[config.mk]
export PLATFORM = sky130hd
export DESIGN_NAME = uart_irq_status
export DESIGN_NICKNAME = d
export VERILOG_FILES = /design/src/rtl/uis_pkg.sv /design/src/rtl/uis_modem_track.sv /design/src/rtl/uis_cause_bank.sv /design/src/rtl/uart_irq_status.sv
export SDC_FILE = /design/constraint.sdc
export NUM_CORES = 1
export LEC_CHECK = 0
export BUFFER_PORTS_ARGS = -buffer_cell sky130_fd_sc_hd__buf_2
export CORE_MARGIN = 3
export CORE_UTILIZATION = 40
export CTS_CLUSTER_DIAMETER = 200
export CTS_CLUSTER_SIZE = 28
export DETAILED_ROUTE_END_ITERATION = 12
export PLACE_DENSITY_LB_ADDON = 0.1
export SYNTH_ARGS = -nofsm -noshare
export SYNTH_HDL_FRONTEND = slang
export SYNTH_SLANG_ARGS = --single-unit
[constraint.sdc]
create_clock -name clk -period 2.1 [get_ports clk]
set_input_delay 0.42 -clock clk [delete_from_list [all_inputs] [get_ports clk]]
set_output_delay 0.42 -clock clk [all_outputs]
set_load 0.02 [all_outputs]
[src/rtl/uis_pkg.sv]
package uis_pkg;
    localparam int NCAUSE = 5;
    localparam int CNT_W  = 10;
    localparam int MDM_W  = 4;
    localparam int LSR_W  = 8;
    localparam int EN_W   = 4;

    localparam int C_LINE = 0;
    localparam int C_RXDA = 1;
    localparam int C_TMO  = 2;
    localparam int C_TXSP = 3;
    localparam int C_MDM  = 4;

    localparam int EN_RX   = 0;
    localparam int EN_TX   = 1;
    localparam int EN_LINE = 2;
    localparam int EN_MDM  = 3;

    // overrun, parity, framing, break, rx fifo error
    localparam logic [LSR_W-1:0] LSR_ERR_MASK = 8'h9E;

    typedef struct packed {
        logic [MDM_W-1:0] level;
        logic [MDM_W-1:0] delta;
    } mdm_t;

    function automatic logic [NCAUSE-1:0] cause_enable_map(logic [EN_W-1:0] en);
        logic [NCAUSE-1:0] m;
        m[C_LINE] = en[EN_LINE];
        m[C_RXDA] = en[EN_RX];
        m[C_TMO]  = en[EN_RX];
        m[C_TXSP] = en[EN_TX];
        m[C_MDM]  = en[EN_MDM];
        return m;
    endfunction

    function automatic logic [31:0] pack_status(logic [NCAUSE-1:0] pend, mdm_t m,
                                                logic [LSR_W-1:0] lsr,
                                                logic [CNT_W-1:0] cnt);
        return {cnt[7:0], lsr, m, cnt[9:8], 1'b0, pend};
    endfunction
endpackage

[src/rtl/uis_modem_track.sv]
module uis_modem_track #(
    parameter int W = 4
) (
    input  logic         clk,
    input  logic         rst,
    input  logic [W-1:0] lvl_in,
    input  logic         clr,
    output logic [W-1:0] level_q,
    output logic [W-1:0] delta_q,
    output logic [W-1:0] edge_o
);
    logic primed;

    assign edge_o = primed ? (lvl_in ^ level_q) : '0;

    always_ff @(posedge clk) begin
        if (rst) begin
            primed  <= 1'b0;
            level_q <= '0;
            delta_q <= '0;
        end else begin
            primed  <= 1'b1;
            level_q <= lvl_in;
            delta_q <= (delta_q & ~{W{clr}}) | edge_o;
        end
    end
endmodule

[src/rtl/uis_cause_bank.sv]
module uis_cause_bank #(
    parameter int N = 5
) (
    input  logic         clk,
    input  logic         rst,
    input  logic [N-1:0] set_i,
    input  logic [N-1:0] ack_i,
    output logic [N-1:0] pend_o
);
    for (genvar i = 0; i < N; i++) begin : g_cause
        always_ff @(posedge clk) begin
            if (rst)
                pend_o[i] <= 1'b0;
            else if (set_i[i])
                pend_o[i] <= 1'b1;
            else if (ack_i[i])
                pend_o[i] <= 1'b0;
        end
    end
endmodule

[src/rtl/uart_irq_status.sv]
module uart_irq_status
    import uis_pkg::*;
#(
    parameter int CW = CNT_W,
    parameter int MW = MDM_W
) (
    input  logic                clk,
    input  logic                rst,
    input  logic [EN_W-1:0]     cfg_en,
    input  logic [LSR_W-1:0]    lsr_in,
    input  logic [CW-1:0]       rx_count,
    input  logic [CW-1:0]       rx_trig,
    input  logic                rx_timeout_ev,
    input  logic                tx_space_ok,
    input  logic [MW-1:0]       modem_in,
    input  logic                host_wr,
    input  logic [7:0]          host_wdata,
    output logic [31:0]         status_word,
    output logic                irq
);
    logic [NCAUSE-1:0] en_map, cond, set_vec, ack_vec, pend;
    logic [MW-1:0]     lvl_q, dlt_q, mdm_edge;
    mdm_t              msr;

    assign en_map  = cause_enable_map(cfg_en);
    assign ack_vec = host_wr ? host_wdata[NCAUSE-1:0] : '0;

    always_comb begin
        cond         = '0;
        cond[C_LINE] = |(lsr_in & LSR_ERR_MASK);
        cond[C_RXDA] = (rx_count != '0) && (rx_count >= rx_trig);
        cond[C_TMO]  = rx_timeout_ev;
        cond[C_TXSP] = tx_space_ok;
        cond[C_MDM]  = |mdm_edge;
    end

    assign set_vec = cond & en_map;

    uis_modem_track #(.W(MW)) i_modem (
        .clk     (clk),
        .rst     (rst),
        .lvl_in  (modem_in),
        .clr     (ack_vec[C_MDM]),
        .level_q (lvl_q),
        .delta_q (dlt_q),
        .edge_o  (mdm_edge)
    );

    uis_cause_bank #(.N(NCAUSE)) i_causes (
        .clk    (clk),
        .rst    (rst),
        .set_i  (set_vec),
        .ack_i  (ack_vec),
        .pend_o (pend)
    );

    assign msr.level   = lvl_q;
    assign msr.delta   = dlt_q;
    assign status_word = pack_status(pend, msr, lsr_in, rx_count);
    assign irq         = |(pend & en_map);
endmodule

==> results of run 1 <==
==> registers in the layout, indices dropped and copies added, names as in the netlist <==
register         flops
i_causes.pend_o      5
i_modem.delta_q      4
i_modem.level_q      4
i_modem.primed       1
==> critical path, cell delays in order (launching register included) <==
cell	delay (ns)
dfxtp_1	0.33
a222oi_1	0.32
nand2_1	0.10
buf_2	0.17
==> power by group <==
group	switching, W	internal, W
clock	0.0000863	0.000105
sequential	0.0000115	0.000283
combinational	0.000121	0.0000952
total	0.000219	0.000484
==> cell families (layout without fill, tap and decap cells) <==
group                    count (synthesis)  after routing
AND/OR/NAND/NOR                         31             31
buffers and inverters                   31             86
AO/OA/AOI/OAI                           21             21
flip-flops                              14             14
adder cells (fa/ha/maj)                 10             10
XOR/XNOR                                 4              4
other                                    1              1
==> metrics by stage <==
| stage | setup WS (ns) | std cells |
|---|---|---|
| after floorplan | 0.556 | 112 |
| after global placement | 0.384 | 190 |
| after detailed placement | 0.372 | 190 |
| after CTS | 0.463 | 194 |
| after global routing | 0.400 | 194 |
| final | 0.484 | 194 |
==> final cells by class <==
cell class                      instances  area (um2)  area share (%)
Clock buffer                            4        36.3            2.98
Inverter                               11        41.3            3.39
Multi-Input combinational cell         67         472            38.7
Sequential cell                        14         280            23.0
Tap cell                               27        33.8            2.77
Timing Repair Buffer                   71         355            29.2
==> path summary, 6_finish.rpt <==
kind / startpoint / endpoint / depth (start not counted)
setup / recovery: i_causes.pend_o[3] / irq / 3
hold / removal: modem_in[2] / i_modem.level_q[2] / 2
setup reg to reg: i_modem.level_q[3] / i_causes.pend_o[4] / 4
hold reg to reg: i_causes.pend_o[0] / i_causes.pend_o[0] / 2
==> synthesized netlist by cell type, drive strengths merged <==
cell	count	share of area (%)
buf	19	15
dfxtp	14	30
inv	11	4.4
ha	10	13
nor2	8	3.2
nor2b	8	5.3
nand2	7	2.8
a21oi	6	3.2
o21ai	4	2.1
xnor2	4	3.7
nand3	3	1.6
a22oi	2	1.6
nor4	2	1.3
a211o	1	0.93
a211oi	1	1.3
a21o	1	0.80
a221oi	1	1.6
a222oi	1	1.1
a32oi	1	0.93
clkbuf	1	0.40
conb	1	0.40
nand2b	1	0.67
nand4	1	0.67
o2111ai	1	0.93
o211a	1	1.1
o21a	1	0.80
or4	1	0.80
==> routing by layer <==
metal	part of all wire, %	vias to the layer above	track usage [%]	routed length [um]
met1	43	382	16.8	913
met3	10	4	5.72	213
met2	46	44	23.5	967
met4	0.80	0	4.15	17
met5	0	-	0	0
li1	-	472	-	-
==> key figures, run 1 <==
Timing
  – Period minus WS final: roughly 1.6 ns
  – Hold_ws: between 0.3 and 0.4 ns
  – Final Max Tran Viols: 0
  – Final period utilization: 77.0%
  – Setup_tns: 0 ns
  – Max Fclk: 619 MHz
  – Worst clock skew: approximately 0.00073 ns
  – RSZ-0062 raised after global routing: false
  – Setup violators final: 0
  – Hold Fails Final Rpt: 0

Logic synthesis
  – Compound-gate portion of the synthesized area: 16.4%
  – Netlist Area Pre-Place: 940 um2
  – Simple-gate share of the synthesized area: between 10% and 20%
  – Net Count, Synth: roughly 170
  – Average size of a mapped cell: roughly 8.4 um2
  – #FFs+latches synth: 14
  – Largest family of logic cells by synthesized area: buffers and inverters
  – Post-synthesis mux area share: 0%
  – Synth unique cells: 28
  – XOR/XNOR Fraction of Synth Area: 3.73%
  – Synth warn: 0
  – Seq/Total Area, Yosys: 29.8%
  – Adder-cell share of the synthesized area: 13.3%
  – Cells after Synth: ~110

Die
  – Core area: around 2100 um2
  – Die area: 2970 um2
  – I/O pin cnt: 82
  – DIE HEIGHT: ~54 um
  – Initial Utilization: approximately 45%
  – Die width: approximately 54 um
  – # rows: 16

Clocking
  – Root Driver: clkbuf_4
  – Clock Sinks: 14
  – Clock-pin slew on the worst setup and hold paths: about 0.08 ns
  – Skew-Pair Late Insertion Delay: 0.28 ns
  – CTS tree: yes
  – Clock buffer depth: 2
  – Post-CTS Setup Inserts: 0
  – H-tree lvl count: 1
  – PostCTS Resize Cnt: 0
  – Total CTS buffers: 3
  – Hold Buf Count CTS: 0

Global route
  – Initial antenna violation count: 0
  – Largest net degree at the start of global routing: 14
  – Grt total ovfl: 0
  – Vias in the first global route: approximately 740
  – Gr usage total: 14.2%
  – First-pass GRT wire length: approximately 3000 um

Critical path
  – WP data arrival: between 1 and 1.5 ns
  – Required @ worst endpoint: 1.68 ns
  – Setup Crit Path Kind: flop to output pin
  – R2r setup slk: about 1.1 ns
  – Setup crit end kind: output pin
  – Max FO, Critical Path: 3
  – Worst Setup Start Kind: flop

Finish
  – Area growth, synth to finish: 29.7%
  – Final Util: between 50 and 60%
  – Commonest non-fill, non-tap cell in the layout: buf_2
  – Fillers: around 210
  – Number of diodes: 0
  – Design Area, Final: ~1200 um2
  – Nets: about 230
  – Share of cells above drive strength 1: a little under half
  – Most frequent cells in the layout: 71 x buf_2, 14 x dfxtp_1, 11 x inv_1, 10 x ha_1

Power and ir drop
  – PD cells: between 500 and 600 nW/um2
  – Tot Pwr: about 0.00070 W
  – VDD IR-drop max: roughly 460 uV
  – Pleak: approximately 0.69 nW

Placed design
  – Port Buffers: 71
  – Placed Area: 1180 um2
  – Final HPWL DP: roughly 1800 um
  – Routability cong.: roughly 0.71

Routing
  – Vias: 902
  – Pre-Repair DR Iteration Count: 4
  – Vias per cell: ~4.6
  – Post-DRT Antenna Nets: 0
  – Remaining DRCs: 0
  – Initial DRC count: 14
  – Total routed wirelength: between 2000 and 2500 um
  – Avg WL per Cell: 10.9 um

Run status
  – Outcome: finished, final reports clean

Min path
  – Worst hold path type: input pin to flop

Flow run
  – Max Cap Viol: 0
(Power assumes the default switching activity.)
==> run 2, diff against run 1 <==
--- a/config.mk
+++ b/config.mk
@@ -5,9 +5,10 @@
 export SDC_FILE = /design/constraint.sdc
 export NUM_CORES = 1
 export LEC_CHECK = 0
+export ABC_AREA = 1
 export BUFFER_PORTS_ARGS = -buffer_cell sky130_fd_sc_hd__buf_2
 export CORE_MARGIN = 3
-export CORE_UTILIZATION = 40
+export CORE_UTILIZATION = 39
 export CTS_CLUSTER_DIAMETER = 200
 export CTS_CLUSTER_SIZE = 28
 export DETAILED_ROUTE_END_ITERATION = 12
==> constraint.sdc (replaced) <==
create_clock -name clk -period 1.6 [get_ports clk]
set_input_delay 0.32 -clock clk [delete_from_list [all_inputs] [get_ports clk]]
set_output_delay 0.32 -clock clk [all_outputs]
set_load 0.02 [all_outputs]
==> run 2 against run 1 <==
Compared with the run above:
- synthesized area is 9.6% higher
- first-iteration DRC count is 21% higher
- largest power group unchanged
- setup slack worse by 0.29 ns
==> key figures, run 2 <==
Die
  – Initial Utilization: a little over two fifths
  – Die area: approximately 3300 um2
  – DIE HEIGHT: approximately 57 um
  – # rows: 17
  – I/O pin cnt: slightly above 80
  – Die width: ~57 um
  – Core area: ~2400 um2

Finish
  – Design Area, Final: roughly 1300 um2
  – Area growth, synth to finish: 25.2%
  – Most frequent cells in the layout: 71 x buf_2, 43 x nand2_1, 22 x inv_1, 18 x nor2_1, 14 x dfxtp_1
  – Largest registers: i_causes.pend_o x5, i_modem.delta_q x4, i_modem.level_q x4
  – Number of diodes: 0
  – Commonest non-fill, non-tap cell in the layout: buf_2
  – Final Util: between 50% and 60%
  – Max reg flops: 5
  – Share of cells above drive strength 1: a little under 40%
  – Fillers: roughly 260
  – Top reg by flops: i_causes.pend_o
  – Nets: approximately 270

Logic synthesis
  – Most common cell in the synthesized netlist: nand2_1
  – Synth cell count leaders: 43 x nand2_1, 22 x inv_1, 19 x buf_4
  – Cells after Synth: 156
  – Most area-consuming cells after synthesis: dfxtp_1 27%, nand2_1 16%, buf_4 14%
  – #FFs+latches synth: 14
  – Net Count, Synth: ~220
  – Seq/Total Area, Yosys: 27.2%
  – Average size of a mapped cell: 6.60 um2
  – Top FF cell, synth: dfxtp_1
  – Synth async-reset ratio: 0%
  – Largest area contributor in the netlist: dfxtp_1
  – Post-synth EDFFs: 0
  – Netlist Area Pre-Place: about 1000 um2
  – Post-synth top area share: between 20 and 30%
  – Synth unique cells: 17
  – Synth warn: 0

Critical path
  – Required @ worst endpoint: ~1.3 ns
  – R2r setup slk: between 0.6 and 0.7 ns
  – Slowest cell on the critical path: dfxtp_1
  – Largest stage delay, worst path: 0.33 ns
  – FF-to-FF Start: i_modem.primed
  – Setup Crit Path Kind: flop to output pin
  – Cell Chain, Critical Path: o21ai_0 -> nand4_1 -> buf_2
  – Max FO, Critical Path: 3
  – CP top delay family: flip-flops
  – Critical path buffers and inverters: 1
  – Worst Reg-to-Reg Cells: 6
  – Setup crit end kind: output pin
  – Stages on worst setup path: 3
  – CP startpoint: i_causes.pend_o[1]
  – Worst Setup Start Kind: flop
  – WP data arrival: 1.08 ns

Routing
  – Vias per cell: ~4.5
  – Post-DRT Antenna Nets: 0
  – Initial DRC count: 17
  – Total routed wirelength: 2370 um
  – Vias: ~1100
  – Avg WL per Cell: 9.97 um
  – Pre-Repair DR Iteration Count: 4
  – Remaining DRCs: 0

Global route
  – First-pass GRT wire length: 3580 um
  – Vias in the first global route: between 900 and 1000
  – Gr usage total: around an eighth
  – Largest net degree at the start of global routing: 15
  – Initial antenna violation count: 0
  – Grt total ovfl: 0

Clocking
  – Hold Buf Count CTS: 0
  – Clock Sinks: 14
  – Post-CTS Setup Inserts: 0
  – Clock buffer depth: 2
  – Total CTS buffers: 3
  – Clock-pin slew on the worst setup and hold paths: roughly 0.08 ns
  – Root Driver: clkbuf_4
  – CTS tree: yes
  – PostCTS Resize Cnt: 0
  – H-tree lvl count: 1
  – Skew-Pair Late Insertion Delay: approximately 0.27 ns

Placed design
  – Port Buffers: 71
  – Final HPWL DP: roughly 2100 um
  – Routability cong.: approximately 0.75
  – Placed Area: about 1300 um2

Power and ir drop
  – VDD IR-drop max: around 650 uV
  – PD cells: 675 nW/um2
  – Pleak: 0.783 nW
  – Tot Pwr: 0.000869 W

Min path
  – Worst hold path type: input pin to flop
  – HP Start: modem_in[3]
  – Hold path depth: 3

Timing
  – RSZ-0062 raised after global routing: false
  – Setup violators final: 0
  – Worst clock skew: ~0.0032 ns
  – Setup_tns: 0 ns
  – Max Fclk: roughly 700 MHz
  – Hold Fails Final Rpt: 0
  – Final Max Tran Viols: 0
  – Period minus WS final: 1.40 ns
  – Hold_ws: around 0.27 ns
  – Final period utilization: between 80 and 90%

Run status
  – Outcome: finished, final reports clean

Flow run
  – Max Cap Viol: 0
-- run 2: cell count changes in the layout (fill, tap and decap cells not counted), sizes merged, moves of 2 or more --
cell	previous run	this run
a21oi	6	13
a22oi	2	0
inv	11	25
nand2	7	43
nand4	1	3
nor2	8	19
nor2b	8	0
nor4	2	0
xnor2	4	0
-- run 2: worst paths after layout --
path | endpoint
setup / recovery | irq
hold / removal | i_modem.level_q[3]
setup reg to reg | i_causes.pend_o[4]
hold reg to reg | i_modem.delta_q[0]
-- run 2: report_power, final --
group          internal (W)  switching [W]
Combinational      0.000118       0.000175
Sequential         0.000372      0.0000155
Clock             0.0000869       0.000102
-- run 2: routing by layer --
| metal | track usage, % | part of all wire, % |
|---|---|---|
| met1 | 15.2 | 41 |
| met2 | 24.4 | 46 |
| met3 | 3.85 | 13 |
| met4 | 2.32 | 0.59 |
| met5 | 0 | 0 |
-- run 2: logic make-up (layout without fill, tap and decap cells) --
kind of cell / Yosys count / after routing / share of synthesized area, %
other: 1 / 1 / 0.364
flip-flops: 14 / 14 / 27.2
buffers and inverters: 45 / 99 / 24.1
AND/OR/NAND/NOR: 68 / 68 / 26.1
adder cells (fa/ha/maj): 10 / 10 / 12.2
AO/OA/AOI/OAI: 18 / 18 / 10.1
-- run 2: metrics by stage --
stage               worst slack, ns  instances
finish                        0.196        238
CTS                           0.197        238
global route                  0.123        238
global placement              0.205        235
floorplan                     0.398        156
detailed placement            0.179        235
-- run 2: worst reg2reg max path: stages (launching register included) --
cell and delay, ns:
dfxtp_1 0.38, inv_2 0.06, a21oi_1 0.10, o21ai_1 0.10
nand4_1 0.08, nand2_1 0.06, a21oi_2 0.10
-- run 2: area by class of cell --
type / count / area, um2 / share of cell area (%)
Clock buffer: 3 / 22.5 / 1.75
Inverter: 25 / 93.8 / 7.28
Multi-Input combinational cell: 97 / 502 / 38.9
Sequential cell: 14 / 280 / 21.7
Tap cell: 28 / 35.0 / 2.72
Timing Repair Buffer: 71 / 355 / 27.6
==> run 3, diff against run 2 <==
--- a/config.mk
+++ b/config.mk
@@ -8,11 +8,12 @@
 export ABC_AREA = 1
 export BUFFER_PORTS_ARGS = -buffer_cell sky130_fd_sc_hd__buf_2
 export CORE_MARGIN = 3
-export CORE_UTILIZATION = 39
+export CORE_UTILIZATION = 40
 export CTS_CLUSTER_DIAMETER = 200
 export CTS_CLUSTER_SIZE = 28
 export DETAILED_ROUTE_END_ITERATION = 12
 export PLACE_DENSITY_LB_ADDON = 0.1
 export SYNTH_ARGS = -nofsm -noshare
 export SYNTH_HDL_FRONTEND = slang
+export SYNTH_HIERARCHICAL = 1
 export SYNTH_SLANG_ARGS = --single-unit
==> run 3 against run 2 <==
Compared with the run above:
- maximum frequency is essentially flat
- critical path type unchanged
- sequential share of layout area is 1.3 points lower
- highest routed layer unchanged
- clock skew up 0.0034 ns
- hold slack better by 0.0067 ns
- global-route usage grew 1.3 points
- non-clock buffer count is the same
==> key figures, run 3 <==
Timing
  – Period minus WS final: 1.40 ns
  – Worst clock skew: around 0.0066 ns
  – Final period utilization: 87.7%
  – Final Max Tran Viols: 0
  – RSZ-0062 raised after global routing: false
  – Hold_ws: around 0.28 ns
  – Setup violators final: 0
  – Setup_tns: 0 ns
  – Max Fclk: 712 MHz
  – Hold Fails Final Rpt: 0

Logic synthesis
  – Post-synth top area share: approximately a quarter
  – Netlist Area Pre-Place: about 1100 um2
  – Top FF cell, synth: dfxtp_1
  – Synth warn: 6
  – Seq/Total Area, Yosys: between 20% and 30%
  – Net Count, Synth: 235
  – Synth async-reset ratio: 0%
  – Average size of a mapped cell: between 6 and 7 um2
  – Largest area contributor in the netlist: dfxtp_1
  – Most common cell in the synthesized netlist: inv_1
  – Cells after Synth: between 150 and 200
  – Post-synth EDFFs: 0
  – Synth unique cells: 15
  – #FFs+latches synth: 14
  – Synth cell count leaders: 49 x inv_1, 44 x nand2_1, 19 x buf_4
  – Most area-consuming cells after synthesis: dfxtp_1 26%, inv_1 17%, nand2_1 15%

Finish
  – Area growth, synth to finish: 25.8%
  – Share of cells above drive strength 1: around a third
  – Number of diodes: 0
  – Fillers: about 270
  – Final Util: between 50 and 60%
  – Largest registers: i_causes/pend_o x5, i_modem/delta_q x4, i_modem/level_q x4
  – Nets: 291
  – Max reg flops: 5
  – Design Area, Final: 1370 um2
  – Register cell area after layout: roughly 280 um2
  – Most frequent cells in the layout: 71 x buf_2, 49 x inv_1, 44 x nand2_1, 15 x nor2_1, 14 x dfxtp_1
  – Multi-input logic area: around 480 um2
  – Commonest non-fill, non-tap cell in the layout: buf_2
  – Top reg by flops: i_causes/pend_o

Routing
  – Total routed wirelength: ~2400 um
  – Vias per cell: 4.34
  – Initial DRC count: 27
  – Post-DRT Antenna Nets: 0
  – Vias: approximately 1100
  – Avg WL per Cell: between 9 and 10 um
  – Pre-Repair DR Iteration Count: 4
  – Remaining DRCs: 0

Clocking
  – Hold Buf Count CTS: 0
  – Post-CTS Setup Inserts: 0
  – Clock-pin slew on the worst setup and hold paths: roughly 0.09 ns
  – Root Driver: clkbuf_4
  – Skew-Pair Late Insertion Delay: 0.28 ns
  – Total CTS buffers: 3
  – H-tree lvl count: 1
  – Clock buffer depth: 2
  – PostCTS Resize Cnt: 0
  – CTS tree: yes
  – Clock Sinks: 14

Critical path
  – Critical path buffers and inverters: 1
  – Setup crit end kind: output pin
  – Largest stage delay, worst path: between 0.3 and 0.4 ns
  – Worst Setup Start Kind: flop
  – Max FO, Critical Path: 3
  – Setup Crit Path Kind: flop to output pin
  – CP top delay family: flip-flops
  – Slowest cell on the critical path: dfxtp_1
  – Required @ worst endpoint: 1.28 ns
  – Cell Chain, Critical Path: o21ai_0 -> nand4_1 -> buf_2
  – WP data arrival: ~1.1 ns

Run status
  – Outcome: finished, final reports clean

Power and ir drop
  – Sw frac: 32.5%
  – Share of power burned in registers: between 40% and 50%
  – Psw: just over 0.0003 W
  – VDD IR-drop max: about 740 uV
  – Pleak: a little over 0.9 nW
  – PD cells: 683 nW/um2
  – Clk pwr share: around 27%
  – Internal: about 0.00063 W
  – Combinational share of power: a little under a third

Die
  – DIE HEIGHT: between 50 and 60 um
  – # rows: 18
  – I/O pin cnt: 82
  – Initial Utilization: a little over two fifths
  – Core area: between 2000 and 3000 um2
  – Die width: 58.2 um
  – Die area: about 3400 um2

Global route
  – GR Layer Usage met1: about 14%
  – First-pass GRT wire length: around 3900 um
  – Most used routing layer: met2
  – M3 GR Usage: under 10%
  – Met2 Use GR: between 20% and 30%
  – Grt total ovfl: 0
  – Largest net degree at the start of global routing: 15
  – Gr usage total: 14.6%
  – Vias in the first global route: 1073
  – Initial antenna violation count: 0

Placed design
  – Port Buffers: 71
  – Final HPWL DP: about 2100 um
  – Routability cong.: a little over 0.7
  – Placed Area: between 1000 and 1500 um2

Flow run
  – Max Cap Viol: 0

Min path
  – Worst hold path type: input pin to flop
-- run 3: cell count changes in the layout (fill, tap and decap cells not counted), sizes merged --
cell | before | now
nor2 | 19 | 15
o21ai | 4 | 3
a21oi | 13 | 12
nor4 | 0 | 1
nand2 | 43 | 44
nand4 | 3 | 1
clkbuf | 3 | 4
inv | 25 | 49
nand3 | 3 | 5
-- run 3: routing by layer --
metal,up-vias,wire length [um]
met2,44,1270
met5,-,0
met4,0,10
li1,604,-
met1,483,935
met3,2,226
-- run 3: cells by family after synthesis --
logic type | after synthesis | share of synthesized area (%)
buf+inv | 69 | 30.4
simple gates | 66 | 23.8
compound gates | 16 | 8.27
flops | 14 | 25.7
fa+ha+maj | 10 | 11.5
other cells | 1 | 0.344
-- run 3: metrics by stage --
step / setup WS [ns] / power (W) / cells
floorplan: 0.374 / 0.000607 / 176
global placement: 0.203 / 0.000687 / 257
detailed placement: 0.175 / 0.000697 / 257
CTS: 0.163 / 0.000955 / 261
global route: 0.114 / 0.00100 / 261
finish: 0.196 / 0.000936 / 261
-- run 3: worst paths after layout --
kind                           start            endpoint  slack, ns  cells past startpoint
setup / recovery  i_causes/pend_o[1]                 irq       0.20                      3
hold / removal           modem_in[0]  i_modem/level_q[0]       0.28                      3
setup reg to reg  i_modem/level_q[1]  i_causes/pend_o[4]       0.46                      7
hold reg to reg   i_modem/delta_q[3]  i_modem/delta_q[3]       0.47                      2
-- run 3: area by class of cell --
class	instances	area share, %
Clock buffer	4	2.65
Sequential cell	14	20.4
Timing Repair Buffer	71	25.9
Multi-Input combinational cell	93	34.9
Tap cell	30	2.74
Inverter	49	13.4
-- run 3: power by group through the flow --
stage                     registers [W]  clock network (W)  logic [W]
final                          0.000387           0.000251   0.000298
after global routing           0.000391           0.000276   0.000338
after CTS                      0.000388           0.000265   0.000303
after detailed placement       0.000395                  0   0.000301
after global placement         0.000394                  0   0.000293
after floorplan                0.000421                  0   0.000186
-- run 3: tightest hold or removal path: stages --
cell,delay (ns)
buf_2,0.08
inv_1,0.04
nor2_1,0.07
